$ cat src/rtl/dmar_pkg.sv
package dmar_pkg;
  typedef enum logic [1:0] {
    PH_IDLE  = 2'd0,
    PH_READ  = 2'd1,
    PH_WRITE = 2'd2,
    PH_DEAD  = 2'd3
  } phase_e;
endpackage

$ cat src/rtl/dmar_sampler.sv
module dmar_sampler (
  input  logic clk_i,
  input  logic rst_ni,
  input  logic en_i,
  input  logic act_i,
  input  logic dead_end_i,
  input  logic idle_i,
  input  logic dreq_ni,
  output logic pend_o
);
  logic low_q, pend_q, open_q, hi_q;

  always_ff @(posedge clk_i or negedge rst_ni) begin
    if (!rst_ni) begin
      low_q  <= 1'b0;
      pend_q <= 1'b0;
      open_q <= 1'b1;
      hi_q   <= 1'b0;
    end else begin
      low_q <= en_i & ~dreq_ni;
      if (!en_i) begin
        pend_q <= 1'b0;
        open_q <= 1'b1;
        hi_q   <= 1'b0;
      end else if (act_i) begin
        pend_q <= 1'b0;
        open_q <= 1'b0;
        hi_q   <= 1'b0;
      end else begin
        // second consecutive low sample while open
        if (open_q && !dreq_ni && low_q) pend_q <= 1'b1;
        if (!open_q) begin
          if (dreq_ni) hi_q <= 1'b1;
          if ((hi_q || dreq_ni) && (dead_end_i || idle_i)) begin
            open_q <= 1'b1;
            hi_q   <= 1'b0;
          end
        end
      end
    end
  end

  assign pend_o = pend_q;
endmodule

$ cat src/rtl/dmar_seq.sv
module dmar_seq
  import dmar_pkg::*;
#(
  parameter int BLK_W = 8,
  parameter int CNT_W = 16
) (
  input  logic             clk_i,
  input  logic             rst_ni,
  input  logic             en_set_i,
  input  logic [BLK_W-1:0] blk_size_i,
  input  logic [CNT_W-1:0] xfer_cnt_i,
  input  logic             xfer_end_i,
  input  logic             pend_i,
  input  logic             grant_i,
  output logic             en_o,
  output logic             act_o,
  output logic             dead_end_o,
  output phase_e           phase_o
);
  localparam logic [BLK_W-1:0] BLK_ONE = BLK_W'(1);
  localparam logic [CNT_W-1:0] CNT_ONE = CNT_W'(1);

  phase_e           phase_q;
  logic [BLK_W-1:0] beat_q, blk_q;
  logic [CNT_W-1:0] left_q;
  logic             en_q, stop_q;

  assign act_o      = en_q && pend_i && grant_i && !xfer_end_i && (phase_q == PH_IDLE);
  assign dead_end_o = (phase_q == PH_DEAD);

  always_ff @(posedge clk_i or negedge rst_ni) begin
    if (!rst_ni) begin
      phase_q <= PH_IDLE;
      beat_q  <= '0;
      blk_q   <= BLK_ONE;
      left_q  <= '0;
      en_q    <= 1'b0;
      stop_q  <= 1'b0;
    end else begin
      if (!en_q && en_set_i && (xfer_cnt_i != '0)) begin
        en_q   <= 1'b1;
        left_q <= xfer_cnt_i;
        blk_q  <= (blk_size_i == '0) ? BLK_ONE : blk_size_i;
        stop_q <= 1'b0;
      end
      unique case (phase_q)
        PH_IDLE: begin
          if (en_q && xfer_end_i) en_q <= 1'b0;
          else if (act_o) begin
            phase_q <= PH_READ;
            beat_q  <= blk_q - BLK_ONE;
          end
        end
        PH_READ: begin
          if (en_q && xfer_end_i) stop_q <= 1'b1;
          if (beat_q == '0) begin
            phase_q <= PH_WRITE;
            beat_q  <= blk_q - BLK_ONE;
          end else beat_q <= beat_q - BLK_ONE;
        end
        PH_WRITE: begin
          if (en_q && xfer_end_i) stop_q <= 1'b1;
          if (beat_q == '0) phase_q <= PH_DEAD;
          else beat_q <= beat_q - BLK_ONE;
        end
        PH_DEAD: begin
          phase_q <= PH_IDLE;
          left_q  <= left_q - CNT_ONE;
          stop_q  <= 1'b0;
          if (left_q == CNT_ONE || stop_q || xfer_end_i) en_q <= 1'b0;
        end
      endcase
    end
  end

  assign en_o    = en_q;
  assign phase_o = phase_q;
endmodule

$ cat src/rtl/dmar_acceptor.sv
module dmar_acceptor
  import dmar_pkg::*;
#(
  parameter int BLK_W = 8,
  parameter int CNT_W = 16
) (
  input  logic             clk_i,
  input  logic             rst_ni,
  input  logic             en_set_i,
  input  logic [BLK_W-1:0] blk_size_i,
  input  logic [CNT_W-1:0] xfer_cnt_i,
  input  logic             xfer_end_i,
  input  logic             dreq_ni,
  input  logic             grant_i,
  output logic             bus_req_o,
  output logic             rd_o,
  output logic             wr_o,
  output logic [1:0]       phase_o
);
  logic   en, act, dead_end, pend;
  phase_e phase;

  dmar_seq #(.BLK_W(BLK_W), .CNT_W(CNT_W)) u_seq (
    .clk_i      (clk_i),
    .rst_ni     (rst_ni),
    .en_set_i   (en_set_i),
    .blk_size_i (blk_size_i),
    .xfer_cnt_i (xfer_cnt_i),
    .xfer_end_i (xfer_end_i),
    .pend_i     (pend),
    .grant_i    (grant_i),
    .en_o       (en),
    .act_o      (act),
    .dead_end_o (dead_end),
    .phase_o    (phase)
  );

  dmar_sampler u_smp (
    .clk_i      (clk_i),
    .rst_ni     (rst_ni),
    .en_i       (en),
    .act_i      (act),
    .dead_end_i (dead_end),
    .idle_i     (phase == PH_IDLE),
    .dreq_ni    (dreq_ni),
    .pend_o     (pend)
  );

  assign bus_req_o = pend & en;
  assign rd_o      = (phase == PH_READ);
  assign wr_o      = (phase == PH_WRITE);
  assign phase_o   = phase;
endmodule

$ cat config.mk
export PLATFORM = sky130hd
export DESIGN_NAME = dmar_acceptor
export DESIGN_NICKNAME = d
export VERILOG_FILES = /design/src/rtl/dmar_pkg.sv /design/src/rtl/dmar_sampler.sv /design/src/rtl/dmar_seq.sv /design/src/rtl/dmar_acceptor.sv
export SDC_FILE = /design/constraint.sdc
export NUM_CORES = 1
export LEC_CHECK = 0
export CORE_ASPECT_RATIO = 0.5
export CORE_UTILIZATION = 40
export CTS_CLUSTER_DIAMETER = 80
export CTS_CLUSTER_SIZE = 30
export DETAILED_ROUTE_END_ITERATION = 16
export SLEW_MARGIN = 40
export SYNTH_ARGS = -nofsm -noshare
export SYNTH_HDL_FRONTEND = slang
export SYNTH_SLANG_ARGS = --single-unit
export TNS_END_PERCENT = 30
$ cat constraint.sdc
create_clock -name clk_i -period 4.5 [get_ports clk_i]
set_input_delay 0.9 -clock clk_i [delete_from_list [all_inputs] [get_ports clk_i]]
set_output_delay 0.9 -clock clk_i [all_outputs]
set_load 0.005 [all_outputs]
==> metrics list, run 1 <==
- On the worst path, the slowest cell contributes a delay of about 0.54 ns.
* Net switching component of the power: about 0.96 mW
* Count of buffers inserted at the top-level ports: 34
- Overflow left after global routing: 0
* Number of buffers and inverters on the critical path: 2
- GPL Wtd Cong: slightly below 0.8
- Number of placement rows: 20
- From left edge to right edge, the die measures about 110 microns.
* CTS Sinks: 40
- 0 antenna diodes ended up in the layout.
- The clock network burns a little under a fifth of the power.
* Number of synthesis warnings: 0
* Worst setup startpoint: xfer_cnt_i[5]
- STA puts the critical path data required time at roughly 4.6 ns.
* Max_cap viols: 0
* Clock network latency to the later pin of the worst-skew pair: roughly 0.28 ns
* Async SR Flop Fraction: 100%
- Failing checks: design-rule violations
- In this run the mean area of a mapped cell was roughly 9.7 sq um.
- CP Launch Type: primary input
- The first detailed-routing pass took 10 iterations.
- The cell area that synthesis handed to floorplanning was about 0.0025 sq mm.
- The number of antenna violations at the first check in global routing came to 0.
* Clock tree from TritonCTS: built
- HPWL after detailed placement: a little over 4000 microns
- Total core area: 0.00608 sq mm
* Vias: 2054
- The first global-routing pass estimated just over 9000 microns of wire.
* Max FO, Critical Path: 22
* Number of hold buffers added after cts: 0
- CTS max path bufs: 2
- Capture instance of the worst register-to-register path: u_seq.beat_q[2]
- CP Class: in2reg
- Sequential elements use 39.7% of the synthesized area.
- Cell-by-cell trace of the critical path: clkdlybuf4s50_1 -> nor4_1 -> a41oi_2 -> buf_4 -> a211oi_1 -> a21oi_1
- The flow ran to the end, but the final reports show violations.
- Routed wire length: ~5400 microns
- Yosys mapped a number of flops with a built-in enable equal to 0.
* Final critical delay including setup and external delays: 2.85 ns
- Clock-pin slew was measured on the worst setup and hold paths at roughly 0.060 ns.
- 35 I/O pins were placed.
* Area of the die: about 0.0067 sq mm
* Startpoint of the tightest hold check path: u_smp.low_q
- Layout net count: ~330
* Hold violation count in the final report: 0
- Fraction of synthesized cell area taken by the top area cell type: between 30% and 40%
- Root Buffer: clkbuf_16
* Worst voltage drop across the vdd grid: between 200 and 250 uV
- The via count of the first global-routing pass is 2046.
- Per report_power, the sequential group accounts for around a third of the total.
- Share of the cycle needed by the critical path after routing: between 60 and 70%
- Number of vias per cell: between 5 and 6
* Top cell types by occurrence after synthesis: 38 x dfrtp_1, 19 x a21oi_1, 19 x nand2_1, 19 x nor2_1, 15 x inv_1
* Overall global routing resource usage: 17.9%
- Startpoint of the worst register-to-register path: u_seq.beat_q[0]
* Final setup violation count: 0
- In this run, post-CTS repair resized a total of 0 instances.
- In this design, the largest share of critical-path delay is due to buffers and inverters.
* Largest net degree at the start of global routing: 41
* Number of gates on the worst path with buffers counted: 6
* Depth of the most critical reg-to-reg path: 7
* Switching share of power: ~40%
* Post-CTS Setup Repair Bufs: 0
* Accumulated negative setup slack: 0 ns
- Post-route antenna net violation count: 0
- Number of standard cells after synthesis: approximately 260
- Number of buffers created by CTS: 5
- Comb pwr share: roughly 50%
- The H-tree generated during clock tree synthesis spans 2 levels.
* Synthesis-to-layout area growth: 24.2%
* Final design area excluding fillers: about 0.0031 sq mm
- Primary flip-flop cell chosen by synthesis mapping: dfrtp_1
- Of all cell types, the one taking the most synthesized area is dfrtp_1.
* #FFs+latches synth: 40
- dfrtp_1 is the most common cell in the netlist.
* Maximum achievable frequency: 0.350 GHz
- Ratio of cells with drive above 1 in the final layout: a little over a tenth
- In this run the vertical extent of the chip is approximately 58 microns.
* Arrival time at the worst endpoint: 2.99 ns
* Clock skew: 0.00759 ns
- Internal power component: between 1 and 1.5 mW
- Syn Nets: 301
- Initial Util: approximately two fifths
* Worst reg-to-reg setup slack: roughly 2.1 ns
* Remaining routing DRC violations: 1
- Remaining max-slew budget at the tightest pin: 57.7%
- In this run the worst hold path is classified as reg2reg.
- At the pin with the least slew margin, the transition time is 0.633 ns.
- Setup repair after global routing left no endpoint under its margin.
- Slowest library cell on the worst path: nor4_1
* Cell area power density: roughly 740 mW/mm^2
* Initial DRC count: between 100 and 150
- Count of distinct cell types in the synthesized netlist: 54
* Final slew viol count: 0
- The critical path ends at u_seq.left_q[0].
- Once placement finished, the instance area stood at roughly 0.0029 sq mm.
- In the post-synthesis netlist, the biggest area contributors are dfrtp_1 38%, ha_1 5.0%, a21oi_1 3.8%, xor2_1 3.5%, xnor2_1 3.1%.
- For this design the static power due to leakage is between 1 and 1.5 nW.
- Final-layout fill cell count: 565
- The worst setup path is captured at a flop.
- Dividing the detail-routed wire length by the instance count gives around 14 microns.
[sequential cells by signal, summed over array words and instances (netlist names)]
| name | flops |
|---|---|
| u_smp.open_q | 1 |
| u_smp.low_q | 1 |
| u_seq.beat_q | 8 |
| u_seq.left_q | 16 |
| u_seq.en_o | 1 |
| u_seq.blk_q | 8 |
| u_seq.phase_o | 2 |
| u_smp.hi_q | 1 |
| u_smp.pend_o | 1 |
| u_seq.stop_q | 1 |
[cell families (layout without fill, tap and decap cells)]
logic type      count (synthesis)  after routing  share of synthesized area [%]
mux                            11             11                           4.66
compound gates                 74             74                           21.2
buf+inv                        24             58                           4.16
simple gates                   83             83                           18.7
flops                          40             40                           39.7
fa+ha+maj                      10             10                           4.95
xor+xnor                       19             19                           6.59
[cell usage in the layout, fill, tap and decap left out, types with 4 or more instances in the layout]
master,instances
mux2i_1,5
ha_1,9
nor3_1,6
nor2b_1,10
inv_1,15
a211oi_1,10
o21a_1,4
nand2_1,19
dfrtp_1,38
a22o_1,5
o21ai_0,11
a21oi_1,19
nor4_1,7
clkbuf_16,5
clkdlybuf4s50_1,33
xnor2_1,9
nor2_1,19
xor2_1,10
mux2_2,6
[worst min path at each step]
stage / to / slack (ns) / cells after the start
final: u_smp.pend_o / 0.53 / 2
after global routing: u_smp.pend_o / 0.56 / 2
after CTS: u_smp.pend_o / 0.53 / 2
after detailed placement: u_smp.pend_o / 0.51 / 2
after global placement: u_smp.pend_o / 0.50 / 2
after floorplan: u_smp.open_q / 0.47 / 1
[area by class of cell]
type,count,area [sq um],share of cell area [%]
inverter,15,56.3,1.79
tap,88,110,3.51
timing repair buffer,35,345,11.0
clock buffer,7,153,4.87
clock inverter,1,30.0,0.957
sequential,40,1000,32.0
multi-input combinational,197,1440,45.9
[power by group through the flow]
stage | registers [mW] | clock network [mW] | logic [mW]
2_1_floorplan | 0.701 | 0 | 0.916
3_3_place_gp | 0.751 | 0 | 1.10
3_5_place_dp | 0.757 | 0 | 1.13
4_1_cts | 0.753 | 0.441 | 1.14
5_1_grt | 0.787 | 0.457 | 1.29
6_report | 0.756 | 0.432 | 1.15
[metal layers]
layer / part of all wire [%] / track usage [%] / routed length, microns / vias to the layer above
li1: - / - / - / 1025
met1: 50 / 22.8 / 2740 / 1001
met2: 47 / 30.6 / 2570 / 28
met3: 2.3 / 5.44 / 127 / 0
met4: 0 / 3.53 / 0 / 0
met5: 0 / 0 / 0 / -
[worst reg2reg max path: stages, from the launching register on]
cell and delay (ns):
dfrtp_1 0.42, inv_1 0.08, ha_1 0.19, or4b_4 0.53
o41ai_4 0.62, nor2_1 0.09, o2bb2ai_1 0.14, a22o_1 0.22
[per-stage QoR]
stage | std cells | hold WS, ns | total power, mW | utilization [%] | setup WS [ns]
CTS | 383 | 0.528 | 2.33 | 51.4 | 1.63
finish | 383 | 0.527 | 2.34 | 51.6 | 1.65
global placement | 375 | 0.495 | 1.85 | 48.3 | 1.35
floorplan | 261 | 0.470 | 1.62 | - | 2.23
detailed placement | 375 | 0.508 | 1.89 | 48.4 | 1.36
global route | 383 | 0.558 | 2.54 | 51.6 | 1.49
(Power assumes the default switching activity.)
==> inputs of run 2 (changes only) <==
==> constraint.sdc (replaced) <==
create_clock -name clk_i -period 2.97 [get_ports clk_i]
set_input_delay 0.594 -clock clk_i [delete_from_list [all_inputs] [get_ports clk_i]]
set_output_delay 0.594 -clock clk_i [all_outputs]
set_load 0.005 [all_outputs]
==> run 2 against run 1 <==
The run still ends with design-rule violations left. Clock power grew 29%. Non-clock buffer count grew 2. Via count shrank 0.97%. Sequential power grew 51%. Global-route usage grew 0.55 points. Register-to-register slack lost 1.5 ns. Critical path depth is the same. Sequential share of layout area grew 0.32 points. Clock skew shrank 0.0016 ns. Final cell count grew 0.52%. Sequential cell count is the same. Die area is the same. Largest cell class unchanged. Largest power group unchanged.
==> metrics list, run 2 (synthesized netlist as in run 1, its figures left out) <==
* Area of combinational cells with multiple inputs: 0.00143 sq mm (was 0.00144 sq mm)
* CP Class: in2reg (unchanged)
* Slew of the pin with the lowest slew margin: 0.641 ns (was 0.633 ns)
* Number of vias per cell: 5.28 (was 5.36)
- Met3 Usage GRT: 4.39% (was 5.44%)
* Failing checks: design-rule violations (unchanged)
- Post-CTS Setup Repair Bufs: 0 (unchanged)
* Area of the die: 0.00666 sq mm (unchanged)
- The routed via count was 2034 (was 2054).
- The boundary pin count is 35 (unchanged).
* Remaining routing DRC violations: 2 (was 1)
- Die H: 58.2 microns (unchanged)
- The clock latency of the later-clocked register in the worst-skew pair came to 0.29 ns (was 0.28 ns).
- Synthesis-to-layout area growth: 22.9% (was 24.2%)
- The number of fill cells in the layout was 563 (was 565).
- Startpoint of the worst register-to-register path: u_seq.beat_q[0] (unchanged)
- Pleak: 1.21 nW (was 1.22 nW)
- Root Buffer: clkbuf_16 (unchanged)
- The number of antenna violations at the first check in global routing is 0 (unchanged).
- The count of cells along the worst register-to-register path came to 7 (unchanged).
* CTS Sinks: 40 (unchanged)
* Setup repair after global routing missed its margin: no (unchanged)
- The final-report hold violation count came to 0 (unchanged).
* Final slew viol count: 0 (unchanged)
- The largest net degree at the start of global routing came to 41 (unchanged).
- Maximum achievable frequency: 0.397 GHz
* Average wire per standard cell: 14.2 microns (about the same)
- Met2 track demand over resource: 30.3% (was 30.6%)
* Most flops, register: u_seq.left_q (unchanged)
- Antenna cell count: 0 (unchanged)
- The routability congestion estimate came to 0.793 (was 0.787).
- Clock skew: 0.00599 ns (was 0.00759 ns)
* Layout net count: 336 (was 334)
* Count of buffers inserted at the top-level ports: 34 (unchanged)
- Worst hold path class: in2async (was reg2reg)
- The combined buffer and inverter count along the critical path was 2 (unchanged).
- Cell-by-cell trace of the critical path: clkdlybuf4s50_1 -> nor4_1 -> a41oi_2 -> buf_4 -> a211oi_1 -> a21oi_1 (unchanged)
- Share of the cycle needed by the critical path after routing: between 80 and 90%
- The maximum clock path buffer count came to 2 (unchanged).
- Max_cap viols: 0 (unchanged)
* CP Launch Type: primary input (unchanged)
- Initial DRC count: 80 (was 104)
- The category of the worst setup path capture point is a flop (unchanged).
- Number of global-route vias before repair: 2025 (was 2046)
* Leading cell types in the layout, fill and taps excluded: 38 x dfrtp_1, 33 x clkdlybuf4s50_1, 19 x nand2_1, 19 x nor2_1, 19 x a21oi_1 (unchanged)
- The number of hold buffers added after cts is 0 (unchanged).
- The overall track demand over capacity in global routing is 18.5% (was 17.9%).
- Global-route wire length before repair: 9320 microns (was 9270 microns)
- Number of buffers created by CTS: 5 (unchanged)
- The count of TritonRoute iterations in the first routing pass is 11 (was 10).
- Initial Util: 41.5% (unchanged)
- Clock H-tree levels: 2 (unchanged)
- Highest-utilization routing layer at the global route stage: met2 (unchanged)
* Worst EP required: 3.13 ns (was 4.64 ns)
- Final setup violation count: 0 (unchanged)
* Number of placement rows: 20 (unchanged)
* Outcome: finished, violations left (unchanged)
- Finished Core Util: 51.1% (was 51.6%)
* Largest incremental delay on the critical path: 0.54 ns (about the same)
* Total core area: 0.00608 sq mm (unchanged)
* Arrival time at the worst endpoint: 2.68 ns (was 2.99 ns)
* Cell type group with the largest total delay on the critical path: buffers and inverters (unchanged)
- Counting I/O delays and the setup requirement, the final critical path takes between 2 and 3 ns.
- Post-route antenna net violation count: 0 (unchanged)
- The share of post-route cells with drive strength above 1 was 10.8% (about the same).
- The highest-delay cell along the critical path was nor4_1 (unchanged).
- Worst reg-to-reg setup slack: 0.56 ns (was 2.11 ns)
- Accumulated negative setup slack: 0 ns (unchanged)
- GR Util met1: 24.2% (was 22.8%)
* Overflow left after global routing: 0 (unchanged)
- The clock-pin slew on the worst setup and hold paths was 0.06 ns (about the same).
* HPWL after detailed placement: 3950 microns (was 4050 microns)
* Remaining max-slew budget at the tightest pin: 57.1% (was 57.7%)
- The worst-path maximum fanout is 22 (unchanged).
* Routed wire length: 5460 microns (was 5430 microns)
* Cell area power density: 1100 mW/mm^2 (was 745 mW/mm^2)
- The peak supply drop came to 295 uV (was 216 uV).
* Flip-flop count of the largest register after layout: 16 (unchanged)
- The footprint of the flip-flops and latches is 0.00100 sq mm (unchanged).
* Leading cell type in the layout, fill and taps excluded: dfrtp_1 (unchanged)
* Biggest registers after layout: u_seq.left_q (16), u_seq.beat_q (8), u_seq.blk_q (8) (unchanged)
- Cells resized by post-CTS repair: 0 (unchanged)
- The width of the die came to 114 microns (unchanged).
- The CTS tree is built (unchanged).
* Capture instance of the worst register-to-register path: u_seq.beat_q[2] (unchanged)
-- run 2: metal layers --
layer	vias to the layer above	wire [microns]
li1	1028	-
met5	-	0
met1	966	2810
met3	5	141
met2	35	2460
met4	0	50
-- run 2: worst max path at each step --
stage / depth (start not counted) / end / from
3_5_place_dp: 6 / u_seq.left_q[2] / xfer_cnt_i[2]
5_1_grt: 6 / u_seq.left_q[2] / xfer_cnt_i[2]
4_1_cts: 6 / u_seq.left_q[2] / xfer_cnt_i[2]
3_3_place_gp: 6 / u_seq.left_q[7] / xfer_cnt_i[2]
2_1_floorplan: 7 / u_seq.beat_q[3] / u_seq.beat_q[0]
6_report: 6 / u_seq.left_q[2] / xfer_cnt_i[2]
-- run 2: layout make-up --
cell class | count | area share, %
clock inverter | 1 | 0.242
inverter | 15 | 1.81
sequential | 40 | 32.3
multi-input combinational | 197 | 45.9
tap | 88 | 3.55
timing repair buffer | 37 | 11.6
clock buffer | 7 | 4.59
-- run 2: worst register-to-register path, stage by stage (launching register included) --
cell	delay, ns
dfrtp_1	0.42
inv_1	0.07
ha_1	0.19
or4b_4	0.53
o41ai_4	0.63
nor2_1	0.09
o2bb2ai_1	0.15
a22o_1	0.23
-- run 2: where the power goes --
part | total (mW) | internal (mW) | switching, mW
registers | 1.14 | 0.815 | 0.327
clock network | 0.557 | 0.335 | 0.222
logic | 1.72 | 0.835 | 0.889
-- run 2: per-stage QoR --
| stage | hold slack, ns | cell area [sq um] | setup slack (ns) | cells | power (mW) |
|---|---|---|---|---|---|
| 2_1_floorplan | 0.298 | 2530 | 0.907 | 261 | 2.45 |
| 3_3_place_gp | 0.492 | 2950 | 0.273 | 377 | 2.83 |
| 3_5_place_dp | 0.497 | 2960 | 0.210 | 377 | 2.88 |
| 4_1_cts | 0.305 | 3110 | 0.492 | 385 | 3.45 |
| 5_1_grt | 0.327 | 3110 | 0.370 | 385 | 3.72 |
| 6_report | 0.288 | 3110 | 0.452 | 385 | 3.42 |
==> inputs of run 3 (changes only) <==
==> constraint.sdc (replaced) <==
create_clock -name clk_i -period 2.4 [get_ports clk_i]
set_input_delay 0.48 -clock clk_i [delete_from_list [all_inputs] [get_ports clk_i]]
set_output_delay 0.48 -clock clk_i [all_outputs]
set_load 0.005 [all_outputs]
==> run 3 against run 2 <==
The run still ends with design-rule violations left. Design area increased by 0.85%. Hold slack worse by 0.17 ns. Non-clock buffer count up 6. Clock power up 13%. Final cell count is 1.3% higher. Setup slack got worse by 0.37 ns. Clock-buffer cell count decreased by 1. Largest cell class unchanged.
==> metrics list, run 3 (synthesized netlist as in run 1, its figures left out) <==
- Outcome: finished, violations left (unchanged).
* Failing checks: design-rule violations (unchanged)
* Final slew viol count: 0 (unchanged)
- The fraction of power consumed by the clock network is 14.9% (was 16.3%).
- The maximum level of the CTS H-tree came to 2 (unchanged).
- Worst setup startpoint: u_seq.phase_o[0] (was xfer_cnt_i[2])
- The clock buffer count from CTS is 5 (unchanged).
- Of the available clock period, the critical path in the final layout requires a little over nine tenths.
- The final-layout setup total negative slack is 0 ns (unchanged).
- CP Class: reg2out (was in2reg)
- Internal power component: 2.45 mW (was 1.98 mW)
* Slew of the pin with the lowest slew margin: 0.552 ns (was 0.641 ns)
* Worst voltage drop across the vdd grid: 392 uV (was 295 uV)
* Clock skew: 0.00606 ns (was 0.00599 ns)
- Flip-flop count of the largest register after layout: 16 (unchanged)
* GPL Wtd Cong: 0.805 (was 0.793)
- The vertical die dimension came to 58.2 microns (unchanged).
- Static timing analysis puts the maximum clock frequency at around 0.43 GHz.
- HPWL after detailed placement: 4210 microns (was 3950 microns)
* Depth of the most critical reg-to-reg path: 8 (was 7)
- The fraction of met1 tracks used by global routing is 24.6% (was 24.2%).
- Nature of the critical path endpoint: primary output (was flop)
- Clock network latency to the later pin of the worst-skew pair: 0.28 ns (was 0.29 ns)
- The largest net degree at the start of global routing came to 34 (was 41).
- The number of antenna violations at the first check in global routing is 0 (unchanged).
* Critical Path End: wr_o (was u_seq.left_q[2])
- Die outline width: 114 microns (unchanged)
* Overflow left after global routing: 0 (unchanged)
- The final-report hold violation count came to 0 (unchanged).
- The number of nets at the end of the flow was 342 (was 336).
- The busiest layer in global routing is met2 (unchanged).
- The switching portion of total power was 42.1% (was 42.0%).
- The count of antenna diodes in the layout was 0 (unchanged).
- The share of post-route cells with drive strength above 1 is 12.3% (was 10.8%).
* Clock transition time at the flip-flop clock pins of the worst setup and hold paths: 0.06 ns (about the same)
* Number of global-route vias before repair: 2029 (was 2025)
- The DRC marker count from the first detailed-route iteration came to 132 (was 80).
* Relative contribution of sequential cells to total power: 33.5% (was 33.4%)
- The capture instance of the worst register-to-register path is u_seq.beat_q[2] (unchanged).
* Arrival time at the worst endpoint: 1.83 ns (was 2.68 ns)
- The leakage component of the power is 1.23 nW (was 1.21 nW).
- The slack of the worst reg-to-reg path is 0.21 ns (was 0.56 ns).
* Average wire per standard cell: 14.4 microns (was 14.2 microns)
- The post-route DRC violation count came to 2 (unchanged).
- Leading cell type in the layout, fill and taps excluded: dfrtp_1 (unchanged)
- Number of hold buffers added after cts: 0 (unchanged)
* CTS max path bufs: 2 (unchanged)
- The combinational cell fraction of total power was 51.6% (was 50.4%).
- Initial Util: 41.5% (unchanged)
- Vias: 2099 (was 2034)
- Biggest registers after layout: u_seq.left_q (16), u_seq.beat_q (8), u_seq.blk_q (8) (unchanged).
* Remaining max-slew budget at the tightest pin: 62.8% (was 57.1%)
- The wire length after detailed routing is 5610 microns (was 5460 microns).
* Cells resized by post-CTS repair: 0 (unchanged)
- The boundary pin count is 35 (unchanged).
- Global-route wire length before repair: 9520 microns (was 9320 microns)
- The type of the worst min-delay path is in2async (unchanged).
- The final non-filler cell area came to 0.00313 sq mm (was 0.00311 sq mm).
- Max FO, Critical Path: 8 (was 22)
* Post-route antenna net violation count: 0 (unchanged)
- The global-route track usage on met3 is 3.87% (was 4.39%).
* Startpoint of the worst register-to-register path: u_seq.beat_q[0] (unchanged)
- Cell area after placement: 0.00300 sq mm (was 0.00296 sq mm)
- Worst EP required: 1.92 ns (was 3.13 ns)
* Area of the die: 0.00666 sq mm (unchanged)
- The number of rows created at floorplan is 20 (unchanged).
* Number of vias per cell: 5.38 (was 5.28)
* Clock tree from TritonCTS: built (unchanged)
* Final setup violation count: 0 (unchanged)
- The launching element type of the critical path is a flop (was primary input).
- The register ranked first by flip-flop count was u_seq.left_q (unchanged).
- Synthesis-to-layout area growth: 24.0% (was 22.9%)
* Max_cap viols: 0 (unchanged)
- Final critical delay including setup and external delays: around 2.3 ns
* Cell area power density: 1350 mW/mm^2 (was 1100 mW/mm^2)
- Net switching component of the power: 1.78 mW (was 1.44 mW)
* Setup repair after global routing missed its margin: no (unchanged)
- The share of the core filled with cells is 51.5% (was 51.1%).
* Met2 track demand over resource: 30.6% (was 30.3%)
* Post-CTS Setup Repair Bufs: 0 (unchanged)
- The count of buffers inserted at the top-level ports is 34 (unchanged).
* Overall global routing resource usage: 18.5% (about the same)
- Leading cell types in the layout, fill and taps excluded: 38 x dfrtp_1, 33 x clkdlybuf4s50_1, 19 x nand2_1, 19 x nor2_1, 19 x a21oi_1 (unchanged).
- CTS Sinks: 40 (unchanged)
- The clock root buffer is clkbuf_16 (unchanged).
- The area of the core was 0.00608 sq mm (unchanged).
- The count of TritonRoute iterations in the first routing pass was 11 (unchanged).
## run 3: worst min-delay path by stage
stage	startpoint	endpoint	slack, ns
2_1_floorplan	rst_ni	u_seq.beat_q[0]	0.18
3_3_place_gp	rst_ni	u_seq.phase_o[0]	0.43
3_5_place_dp	rst_ni	u_seq.phase_o[1]	0.43
4_1_cts	rst_ni	u_seq.blk_q[6]	0.13
5_1_grt	rst_ni	u_seq.blk_q[6]	0.14
6_report	rst_ni	u_seq.stop_q	0.12
## run 3: layout make-up
| class | instances | area (sq um) |
|---|---|---|
| Sequential cell | 40 | 1000 |
| Tap cell | 88 | 110 |
| Multi-Input combinational cell | 197 | 1430 |
| Clock inverter | 1 | 5.00 |
| Clock buffer | 6 | 129 |
| Inverter | 15 | 56.3 |
| Timing Repair Buffer | 43 | 403 |
| Fill cell | 570 | 2950 |
## run 3: critical path, stage by stage, from the launching register on
cell and delay [ns]:
dfrtp_1 0.44, inv_1 0.13, ha_1 0.41, clkdlybuf4s50_1 0.58
## run 3: routing by layer
metal  vias up  wire [microns]
met5         -               0
met4         0              51
met3         6             198
met2        37            2580
met1      1018            2780
li1       1038               -
## run 3: power by group through the flow
stage          Combinational (mW)  Sequential, mW  Clock [mW]
2_1_floorplan                1.72            1.31           0
3_3_place_gp                 2.13            1.40           0
3_5_place_dp                 2.18            1.42           0
4_1_cts                      2.19            1.41       0.647
5_1_grt                      2.43            1.47       0.684
6_report                     2.18            1.41       0.630
## run 3: through the flow
step                      hold WS [ns]  worst slack (ns)  instances  total power, mW
after floorplan                  0.184             0.337        261             3.03
after global placement           0.425            0.0710        383             3.53
after detailed placement         0.426            0.0653        383             3.60
after CTS                        0.125            0.0882        390             4.25
after global routing             0.144            0.0156        390             4.58
final                            0.120            0.0856        390             4.22
